$ cat config.mk
export PLATFORM = sky130hd
export DESIGN_NAME = sts_gen
export DESIGN_NICKNAME = d
export VERILOG_FILES = /design/src/rtl/sts_pkg.sv /design/src/rtl/sts_sector_hit.sv /design/src/rtl/sts_fall_det.sv /design/src/rtl/sts_toggle.sv /design/src/rtl/sts_gen.sv
export SDC_FILE = /design/constraint.sdc
export NUM_CORES = 1
export LEC_CHECK = 0
export BUFFER_PORTS_ARGS = -buffer_cell sky130_fd_sc_hd__buf_2
export CORE_MARGIN = 2
export CORE_UTILIZATION = 29
export CTS_CLUSTER_SIZE = 20
export DETAILED_ROUTE_END_ITERATION = 8
export PLACE_DENSITY = 0.79
export SLEW_MARGIN = 20
export SYNTH_ARGS = -nofsm -noshare
export SYNTH_HDL_FRONTEND = slang
export SYNTH_SLANG_ARGS = --single-unit
$ cat constraint.sdc
create_clock -name clk -period 1.53 [get_ports clk]
set_clock_uncertainty 0.1 [all_clocks]
set_input_delay 0.153 -clock clk [delete_from_list [all_inputs] [get_ports clk]]
set_output_delay 0.153 -clock clk [all_outputs]
set_load 0.02 [all_outputs]
$ cat src/rtl/sts_pkg.sv
package sts_pkg;
  typedef enum logic [2:0] {
    MD_ARRAY     = 3'd0,
    MD_PROG      = 3'd1,
    MD_ERS_WIN   = 3'd2,
    MD_ERS_RUN   = 3'd3,
    MD_SUSP      = 3'd4,
    MD_SUSP_PROG = 3'd5
  } op_mode_e;

  function automatic logic mode_is_prog(input logic [2:0] m);
    return (m == MD_PROG) || (m == MD_SUSP_PROG);
  endfunction

  function automatic logic mode_is_erase(input logic [2:0] m);
    return (m == MD_ERS_WIN) || (m == MD_ERS_RUN);
  endfunction

  // modes in which the bit-6 toggle advances
  function automatic logic mode_busy(input logic [2:0] m);
    return mode_is_prog(m) || mode_is_erase(m);
  endfunction

  // modes in which the bit-2 toggle may advance
  function automatic logic mode_sect_track(input logic [2:0] m);
    return mode_is_erase(m) || (m == MD_SUSP);
  endfunction
endpackage

$ cat src/rtl/sts_sector_hit.sv
module sts_sector_hit #(
  parameter int ADDR_W   = 19,
  parameter int NUM_SECT = 8
) (
  input  logic [ADDR_W-1:0]   addr,
  input  logic [NUM_SECT-1:0] mask,
  output logic                hit
);
  localparam int SECT_W = (NUM_SECT > 1) ? $clog2(NUM_SECT) : 1;

  logic [SECT_W-1:0]   sect_idx;
  logic [NUM_SECT-1:0] match;

  assign sect_idx = addr[ADDR_W-1 -: SECT_W];

  for (genvar i = 0; i < NUM_SECT; i++) begin : g_sect
    assign match[i] = mask[i] && (sect_idx == SECT_W'(i));
  end

  assign hit = |match;
endmodule

$ cat src/rtl/sts_fall_det.sv
module sts_fall_det (
  input  logic clk,
  input  logic rst,
  input  logic strobe,
  output logic fall
);
  logic strobe_q;

  always_ff @(posedge clk) begin
    if (rst) strobe_q <= 1'b0;
    else     strobe_q <= strobe;
  end

  assign fall = strobe_q && !strobe;
endmodule

$ cat src/rtl/sts_toggle.sv
module sts_toggle (
  input  logic clk,
  input  logic rst,
  input  logic adv,
  output logic q
);
  always_ff @(posedge clk) begin
    if (rst)      q <= 1'b0;
    else if (adv) q <= ~q;
  end
endmodule

$ cat src/rtl/sts_gen.sv
module sts_gen #(
  parameter int ADDR_W   = 19,
  parameter int NUM_SECT = 8
) (
  input  logic                clk,
  input  logic                rst,
  input  logic                rd_strobe,
  input  logic [ADDR_W-1:0]   rd_addr,
  input  logic [2:0]          op_mode,
  input  logic [NUM_SECT-1:0] sect_mask,
  input  logic [7:0]          prog_byte,
  input  logic                time_over,
  input  logic [7:0]          array_byte,
  output logic [7:0]          rd_data
);
  import sts_pkg::*;

  logic fall;
  logic sect_hit;
  logic tgl6, tgl2;
  logic adv6, adv2;
  logic [7:0] nxt;

  sts_fall_det u_fall (
    .clk(clk), .rst(rst), .strobe(rd_strobe), .fall(fall)
  );

  sts_sector_hit #(.ADDR_W(ADDR_W), .NUM_SECT(NUM_SECT)) u_hit (
    .addr(rd_addr), .mask(sect_mask), .hit(sect_hit)
  );

  assign adv6 = fall && mode_busy(op_mode);
  assign adv2 = fall && mode_sect_track(op_mode) && sect_hit;

  sts_toggle u_tgl6 (.clk(clk), .rst(rst), .adv(adv6), .q(tgl6));
  sts_toggle u_tgl2 (.clk(clk), .rst(rst), .adv(adv2), .q(tgl2));

  always_comb begin
    nxt = 8'h00;
    unique case (op_mode)
      MD_PROG, MD_SUSP_PROG: begin
        nxt[7] = ~prog_byte[7];
        nxt[6] = tgl6;
        nxt[5] = time_over;
      end
      MD_ERS_WIN, MD_ERS_RUN: begin
        nxt[6] = tgl6;
        nxt[5] = time_over;
        nxt[3] = (op_mode == MD_ERS_RUN);
        nxt[2] = sect_hit && tgl2;
      end
      MD_SUSP: begin
        if (sect_hit) begin
          nxt[7] = 1'b1;
          nxt[2] = tgl2;
        end else begin
          nxt = array_byte;
        end
      end
      default: nxt = array_byte;
    endcase
  end

  always_ff @(posedge clk) begin
    if (rst) rd_data <= 8'h00;
    else     rd_data <= nxt;
  end
endmodule

==> results of run 1 <==
==> flip-flops by register name, indices dropped and copies added, names as in the netlist <==
register and cells:
rd_data 8, u_fall.strobe_q 1, u_tgl2.q 1, u_tgl6.q 1
==> power by group through the flow <==
stage	Combinational [mW]	Sequential (mW)	Clock (mW)
floorplan	0.0682	0.327	0
global placement	0.146	0.311	0
detailed placement	0.149	0.312	0
CTS	0.161	0.305	0.205
global route	0.178	0.307	0.223
finish	0.163	0.305	0.194
==> worst paths after layout <==
| path | endpoint | slack, ps | from |
|---|---|---|---|
| min reg2reg | u_tgl2.q | 410 | u_tgl2.q |
| max reg2reg | u_tgl6.q | 420 | u_fall.strobe_q |
| max | rd_data[3] | 50 | rd_addr[18] |
| min | rd_data[6] | 20 | array_byte[6] |
==> per-layer routing <==
metal | GRT usage | vias to the layer above
met2 | 0.244 | 29
met1 | 0.120 | 225
li1 | - | 270
met4 | 0.0857 | 0
met3 | 0.0353 | 2
met5 | 0 | -
==> timing repair <==
item | 4_1_cts | 5_1_grt
setup endpoints to repair | 7 | 7
resized for setup | 1 | 2
hold buffers | 5 | 1
pin swaps | 1 | 2
endpoints found under the hold margin | 5 | 1
==> final cells by class <==
type / count / area, µm²
sequential: 11 / 220
inverter: 1 / 3.75
timing repair buffer: 42 / 255
fill: 170 / 858
multi-input combinational: 36 / 313
clock buffer: 4 / 26.3
tap: 25 / 31.3
==> synthesized netlist by cell type <==
cell | number | area, µm²
nand3_1 | 1 | 5.00
or3_1 | 1 | 6.26
clkbuf_1 | 2 | 7.51
dfxtp_1 | 11 | 220
a31oi_1 | 1 | 6.26
nand2_1 | 2 | 7.51
a22o_1 | 3 | 26.3
a21oi_1 | 3 | 15.0
inv_1 | 1 | 3.75
nor2_1 | 4 | 15.0
nand2b_1 | 1 | 6.26
mux2_2 | 4 | 45.0
mux4_2 | 1 | 22.5
and2_1 | 3 | 18.8
or2_2 | 1 | 6.26
xnor2_1 | 1 | 8.76
a211oi_1 | 1 | 7.51
mux2_1 | 1 | 11.3
a2111o_1 | 1 | 11.3
nor2b_1 | 2 | 12.5
nor4bb_1 | 2 | 20.0
a311oi_2 | 1 | 15.0
mux2i_1 | 2 | 20.0
==> metrics by stage <==
step | setup slack (ps) | hold WS, ps
finish | 45.3 | 22.6
global route | -19.3 | 25.3
CTS | 6.29 | 2.52
detailed placement | -310 | 263
global placement | -261 | 262
floorplan | -72.3 | 122
==> cell families after synthesis <==
family                 after synthesis  share of synthesized area
multiplexers                         8                      0.191
AO/OA/AOI/OAI                       10                      0.157
XOR/XNOR                             1                     0.0169
buffers and inverters                3                     0.0217
flip-flops                          11                      0.425
AND/OR/NAND/NOR                     17                      0.188
==> placed cells by master, fill, tap and decap left out <==
cell,count
and2_1,3
a2111o_1,1
buf_2,33
mux2_2,1
clkbuf_4,3
nor2_1,4
or3_1,1
buf_8,1
a211oi_1,1
nand3_1,1
xnor2_1,1
a31oi_1,1
dfxtp_1,11
buf_4,2
mux2_4,4
inv_1,1
dlygate4sd3_1,6
a21oi_1,3
mux4_2,1
a311oi_4,1
clkbuf_1,1
nand2_1,2
nor2b_1,2
or2_2,1
nand2b_1,1
nor4bb_1,2
mux2i_1,2
a22o_1,3
==> worst max-delay path, cell delays in order <==
cell      delay (ps)
buf_8            110
mux2_4           280
mux4_2           540
a2111o_1         390
a21oi_1          120
==> reports/qor.txt, run 1 <==
Drt drc - 0
Root Driver - clkbuf_4
Combinational power share - 0.246
Vias in the first global route - 497
Die area - 2140 µm²
Crit Path Class - in -> reg
Min Tclk post-route - 1480 ps
Req. time, crit path - 1630 ps
Pre-Repair DR Iteration Count - 2
Clock transition at the registers of the reported paths - 60 ps
Library cells used by synthesis - 23
Post-CTS Setup Bufs - 0
Clock Sinks - 11
Leakage Power - 0.406 nW
Worst IR Drop VDD - 0.000297 V
CP max FO - 4
First-pass GRT wire length - 1.90 mm
Total Power - 663 µW
Worst Reg2Reg Path Length in Cells - 3
Detailed Place HPWL - 971 µm
Placed instance count - 109
CP endpoint kind - register
Post-Synthesis Cells - 50
Final Max Slew Viols - 0
# port buffers - 34
Grt ovf - 0
Initial antenna violation count - 0
RD Place Congestion - 0.661
Fmax - 0.674 GHz
IO Pins - 58
Sequential power share - 0.461
Post-DP Area - 753 µm²
Status - completed
Netlist Area Pre-Place - 518 µm²
Seq/Total Area, Yosys - 0.425
Via/cell ratio - 4.42
Synth Register Bits - 11
Total track usage - 0.130
Top Layer Used - met4
Relative slew margins - 0.771
Layout cells sized above 1 - 0.500
Final std cells w/o fill - 119
Clock buffer depth - 2
Initial Util - 0.303
Die Y - 46.3 µm
Max_cap viols - 0
Met2 wire length - 617 µm
TritonCTS clock tree - yes
Internal power - 494 µW
Hold Vio Cnt, Final - 0
Design area - 850 µm²
Syn Area/Cell - 10.4 µm²
CTS buffer count - 3
Largest net degree at the start of global routing - 10
FP Rows - 15
Area Growth Syn to Fin - 64.0%
Met3 WL post-DR - 100 µm
Setup Viol. Count Final - 0
Iteration-0 DRC Markers - 1
Routed Antenna Nets - 0
Htree depth - 1
Crit path arrival time - 1580 ps
Die Width - 46.3 µm
Sw Pwr - 168 µW
Final WL - 1.23 mm
Tcrit/Tclk final - 0.970
Clock insertion delay at the later pin of the skew report - 270 ps
Worst min path class - in -> reg
Met1 Wirelength - 493 µm
Ys Warns - 0
Sw frac - 0.254
Setup TNS - 0 ps
Nets - 145
Core Util, Final - 0.497
Ant diodes - 0
Hold-critical path depth - 2
Pwr dens - 780 nW/µm²
Drt wl/cell - 10.3 µm
Core ar. - 1710 µm²
RSZ-0062 raised after global routing - true
Crit start category - primary input
Routed vias - 526
Slew @ Worst Pin - 338 ps
Synth Net Count - 100
Clock share of power - 0.293
Note: power is estimated with default switching activity, not from simulation.
==> run 2, diff against run 1 <==
--- a/config.mk
+++ b/config.mk
@@ -8,6 +8,7 @@
 export BUFFER_PORTS_ARGS = -buffer_cell sky130_fd_sc_hd__buf_2
 export CORE_MARGIN = 2
 export CORE_UTILIZATION = 29
+export CTS_BUF_LIST = sky130_fd_sc_hd__clkbuf_4 sky130_fd_sc_hd__clkbuf_8 sky130_fd_sc_hd__clkbuf_16
 export CTS_CLUSTER_SIZE = 20
 export DETAILED_ROUTE_END_ITERATION = 8
 export PLACE_DENSITY = 0.79
==> reports/qor.txt, run 2 (synthesized netlist as in run 1, its figures left out) <==
Pwr dens - 803 nW/µm² (+2.9%)
Initial Util - 0.303 (unchanged)
Via/cell ratio - 4.45 (+0.76%)
M3 GR Usage - 0.0353 (unchanged)
Hold Startpoint - array_byte[6]
IO Pins - 58 (unchanged)
Leakage Power - 0.409 nW (+0.84%)
Htree depth - 1 (unchanged)
RSZ-0062 raised after global routing - true
Place WS - -310 ps (unchanged)
Final Max Slew Viols - 0 (unchanged)
# port buffers - 34 (unchanged)
Met1 Use GR - 0.125 (+0.00471)
Core ar. - 1710 µm² (unchanged)
Tcrit/Tclk final - 0.970 (about the same)
Largest net degree at the start of global routing - 10 (unchanged)
Crit path launch - rd_addr[18]
R2R Path Start - u_fall.strobe_q
Layout cells sized above 1 - 0.511 (+0.0106)
Detailed Place HPWL - 971 µm (unchanged)
Setup Viol. Count Final - 0 (unchanged)
Iteration-0 DRC Markers - 3 (+2)
Worst IR Drop VDD - 0.000304 V (+2.3%)
Clock Sinks - 11 (unchanged)
Hold Vio Cnt, Final - 0 (unchanged)
Nets - 145 (unchanged)
Die area - 2140 µm² (unchanged)
Clock insertion delay at the later pin of the skew report - 270 ps (about the same)
Routed Antenna Nets - 0 (unchanged)
Drt drc - 0 (unchanged)
FP Rows - 15 (unchanged)
Max reg flops - 8 (unchanged)
CP endpoint kind - register
Area Growth Syn to Fin - 64.7%
Pre-Repair DR Iteration Count - 3 (+1)
TritonCTS clock tree - yes
Worst min path class - in -> reg
Clock buffer depth - 2 (unchanged)
Crit start category - primary input
Relative slew margins - 0.773 (+0.00185)
Initial antenna violation count - 0 (unchanged)
Largest register by flop count - rd_data
Final WL - 1.25 mm (+1.3%)
Total track usage - 0.130 (unchanged)
Crit Path Class - in -> reg
Root Driver - clkbuf_4
Min Tclk post-route - 1480 ps (-0.256 ps)
Drt wl/cell - 10.5 µm (+1.3%)
Crit path arrival time - 1590 ps (about the same)
Met2 Use GR - 0.239 (-0.00556)
Core Util, Final - 0.500 (+0.00220)
Req. time, crit path - 1630 ps (about the same)
Clock transition at the registers of the reported paths - 70 ps (about the same)
First-pass GRT wire length - 1.90 mm (unchanged)
Setup ws final - 45.5 ps (+0.256 ps)
Most common cell after layout, fill and taps aside - buf_2
Max_cap viols - 0 (unchanged)
Die Width - 46.3 µm (unchanged)
Fmax - 0.674 GHz (about the same)
Slew @ Worst Pin - 336 ps (-2.73 ps)
Grt ovf - 0 (unchanged)
Grt peak-use layer - met2
CTS buffer count - 3 (unchanged)
Vias in the first global route - 494 (-0.60%)
Status - completed
CP max FO - 4 (unchanged)
Routed vias - 530 (+0.76%)
Total Power - 685 µW (+3.4%)
Leading cell types in the layout, fill and taps excluded - 33 x buf_2, 11 x dfxtp_1, 6 x dlygate4sd3_1
Ant diodes - 0 (unchanged)
Die Y - 46.3 µm (unchanged)
RD Place Congestion - 0.661 (unchanged)
[run 2: critical path: stages]
cell      delay (ps)
buf_8            110
mux2_4           280
mux4_2           540
a2111o_1         390
a21oi_1          120
[run 2: path summary, 6_finish.rpt]
| path | slack (ps) | to | depth (start not counted) |
|---|---|---|---|
| setup / recovery | 50 | rd_data[3] | 5 |
| hold / removal | 20 | rd_data[6] | 2 |
| setup reg to reg | 440 | u_tgl6.q | 3 |
| hold reg to reg | 400 | rd_data[6] | 1 |
[run 2: stage by stage]
stage	hold slack, ps	cell area [µm²]	std cells	setup TNS, ps
after floorplan	122	544	50	-276
after detailed placement	263	753	109	-2420
after CTS	3.63	836	118	0
after global routing	24.3	853	119	-35.8
after global placement	262	753	109	-1980
final	21.7	853	119	0
[run 2: final cells by class]
cell class / count / area, µm²
inverters: 1 / 3.75
flip-flops and latches: 11 / 220
multi-input cells: 36 / 313
well taps: 25 / 31.3
clock buffers: 4 / 30.0
repair buffers: 42 / 255
fillers: 167 / 855
[run 2: repair_timing]
item                       4_1_cts  5_1_grt
cloned                           0        0
setup endpoints to repair        7        7
pin swaps                        1        2
buffers inserted                 0        0
hold endpoints to repair         5        1
resized for setup                1        2
hold buffers                     5        1
[run 2: per-layer routing]
| metal | vias to the layer above | wire, µm |
|---|---|---|
| met4 | 0 | 6 |
| met3 | 2 | 99 |
| met1 | 227 | 512 |
| met5 | - | 0 |
| met2 | 29 | 626 |
| li1 | 272 | - |
[run 2: power breakdown]
group          switching, mW  internal (mW)  leakage [nW]  total (mW)
Combinational         0.0711         0.0921         0.300       0.163
Clock                 0.0981          0.119        0.0184       0.217
Sequential           0.00394          0.301        0.0902       0.305
Total                  0.173          0.512         0.409       0.685
==> run 3, diff against run 2 <==
--- a/config.mk
+++ b/config.mk
@@ -8,10 +8,10 @@
 export BUFFER_PORTS_ARGS = -buffer_cell sky130_fd_sc_hd__buf_2
 export CORE_MARGIN = 2
 export CORE_UTILIZATION = 29
-export CTS_BUF_LIST = sky130_fd_sc_hd__clkbuf_4 sky130_fd_sc_hd__clkbuf_8 sky130_fd_sc_hd__clkbuf_16
+export CTS_BUF_LIST = sky130_fd_sc_hd__clkbuf_16
 export CTS_CLUSTER_SIZE = 20
 export DETAILED_ROUTE_END_ITERATION = 8
-export PLACE_DENSITY = 0.79
+export PLACE_DENSITY_LB_ADDON = 0.08
 export SLEW_MARGIN = 20
 export SYNTH_ARGS = -nofsm -noshare
 export SYNTH_HDL_FRONTEND = slang
==> reports/qor.txt, run 3 (synthesized netlist as in run 1, its figures left out) <==
Status - finished with violations
Failing checks - setup timing
Drt drc - 0 (unchanged)
Leading cell types in the layout, fill and taps excluded - 33 x buf_2, 11 x dfxtp_1, 4 x mux2_4, 4 x nor2_1
Min Tclk post-route - 1570 ps (+87.4 ps)
FP Rows - 15 (unchanged)
Initial antenna violation count - 0 (unchanged)
Relative slew margins - 0.752 (-0.0217)
Final Max Slew Viols - 0 (unchanged)
CP max FO - 5 (+1)
Root Driver - clkbuf_16
Combinational power share - 0.159 (-0.079)
Leakage Power - 0.408 nW (-0.29%)
CP endpoint kind - register
Routed vias - 510 (-3.8%)
Nets - 139 (-4.1%)
Hold Vio Cnt, Final - 0 (unchanged)
Detailed Place HPWL - 937 µm (-3.5%)
First-pass GRT wire length - 1.88 mm (-0.74%)
Core ar. - 1710 µm² (unchanged)
Htree depth - 1 (unchanged)
Worst IR Drop VDD - 0.000387 V (+28%)
RD Place Congestion - 0.701 (+6.1%)
Pwr dens - 1090 nW/µm² (+36%)
Die area - 2140 µm² (unchanged)
Sw frac - 0.212 (-0.0413)
TritonCTS clock tree - yes
Largest register by flop count - rd_data
Clock share of power - 0.507 (+0.191)
# fillers - 171 (+2.4%)
Total track usage - 0.124 (-0.00610)
Pre-Repair DR Iteration Count - 2 (-1)
Hold_buf cts - 0 (-5)
Grt ovf - 0 (unchanged)
Placed instance count - 109 (unchanged)
Slew @ Worst Pin - 368 ps (+32.0 ps)
Fmax - 0.636 GHz (-5.6%)
Via/cell ratio - 4.51 (+1.3%)
# port buffers - 34 (unchanged)
Req. time, crit path - 1590 ps (-40 ps)
Crit path arrival time - 1640 ps (+50 ps)
Sequential power share - 0.334 (-0.111)
Internal power - 725 µW (+42%)
Post-CTS Setup Bufs - 0 (unchanged)
Area Growth Syn to Fin - 62.6%
Sw Pwr - 195 µW (+12%)
Tcrit/Tclk final - 1.03 (+0.0571)
Final WL - 1.13 mm (-9.2%)
Initial Util - 0.303 (unchanged)
Iteration-0 DRC Markers - 2 (-1)
Most common cell after layout, fill and taps aside - buf_2
RSZ-0062 raised after global routing - true
Ant diodes - 0 (unchanged)
Final std cells w/o fill - 113 (-5.0%)
Largest net degree at the start of global routing - 9 (-1)
Die Y - 46.3 µm (unchanged)
CTS buffer count - 3 (unchanged)
Setup ws final - -41.9 ps (-87.4 ps)
Routed Antenna Nets - 0 (unchanged)
Max_cap viols - 0 (unchanged)
Clock buffer depth - 2 (unchanged)
Crit start category - primary input
Clock transition at the registers of the reported paths - 40 ps (-30 ps)
Crit Path Class - in -> reg
Place WS - -331 ps (-20.8 ps)
Setup Viol. Count Final - 2 (+2)
Worst min path class - in -> reg
Clock Sinks - 11 (unchanged)
Die Width - 46.3 µm (unchanged)
Drt wl/cell - 10.0 µm (-4.4%)
Layout cells sized above 1 - 0.534 (+0.0235)
IO Pins - 58 (unchanged)
Vias in the first global route - 444 (-10%)
Max reg flops - 8 (unchanged)
Clock insertion delay at the later pin of the skew report - 230 ps (-40 ps)
Core Util, Final - 0.493 (-0.00659)
[run 3: layout make-up]
cell class	instances	area, µm²	share of cell area
Multi-Input combinational cell	36	313	0.371
Sequential cell	11	220	0.262
Timing Repair Buffer	36	195	0.232
Clock buffer	3	75.1	0.0892
Tap cell	25	31.3	0.0371
Clock inverter	1	3.75	0.00446
Inverter	1	3.75	0.00446
[run 3: path summary, 6_finish.rpt]
kind              cells past startpoint             from    endpoint  slack (ps)
setup / recovery                      5      rd_addr[18]  rd_data[3]         -40
hold / removal                        2    array_byte[4]  rd_data[4]          20
setup reg to reg                      3  u_fall.strobe_q    u_tgl6.q         470
hold reg to reg                       2         u_tgl2.q    u_tgl2.q         400
[run 3: what timing repair did]
action                                  in CTS  in global routing
endpoints found under the hold margin        0                  0
endpoints found under the setup margin       7                  7
pin swaps                                    2                  5
gates resized for setup                      3                  0
[run 3: power groups by stage]
| stage | logic [mW] | registers (mW) | clock network (mW) |
|---|---|---|---|
| floorplan | 0.0682 | 0.327 | 0 |
| global placement | 0.146 | 0.312 | 0 |
| detailed placement | 0.146 | 0.312 | 0 |
| CTS | 0.149 | 0.307 | 0.476 |
| global route | 0.162 | 0.308 | 0.496 |
| finish | 0.146 | 0.307 | 0.467 |
[run 3: worst max-delay path: stages]
cell      delay [ps]
buf_8            110
mux2_4           280
mux4_2           540
a2111o_1         430
a21oi_1          120
[run 3: metrics by stage]
stage               hold slack, ps  power [mW]  setup TNS, ps  cell area, µm²
detailed placement             256       0.458          -2380             753
floorplan                      122       0.396           -276             544
global route                  24.7       0.966           -479             842
finish                        23.4       0.920          -45.6             842
global placement               262       0.458          -2220             753
CTS                           15.5       0.932          -40.6             842
[run 3: metal layers]
| layer | track usage | vias to the layer above | part of all wire |
|---|---|---|---|
| li1 | - | 260 | - |
| met1 | 0.137 | 225 | 0.39 |
| met2 | 0.214 | 23 | 0.51 |
| met3 | 0.0314 | 2 | 0.080 |
| met4 | 0.0686 | 0 | 0.015 |
| met5 | 0 | - | 0 |
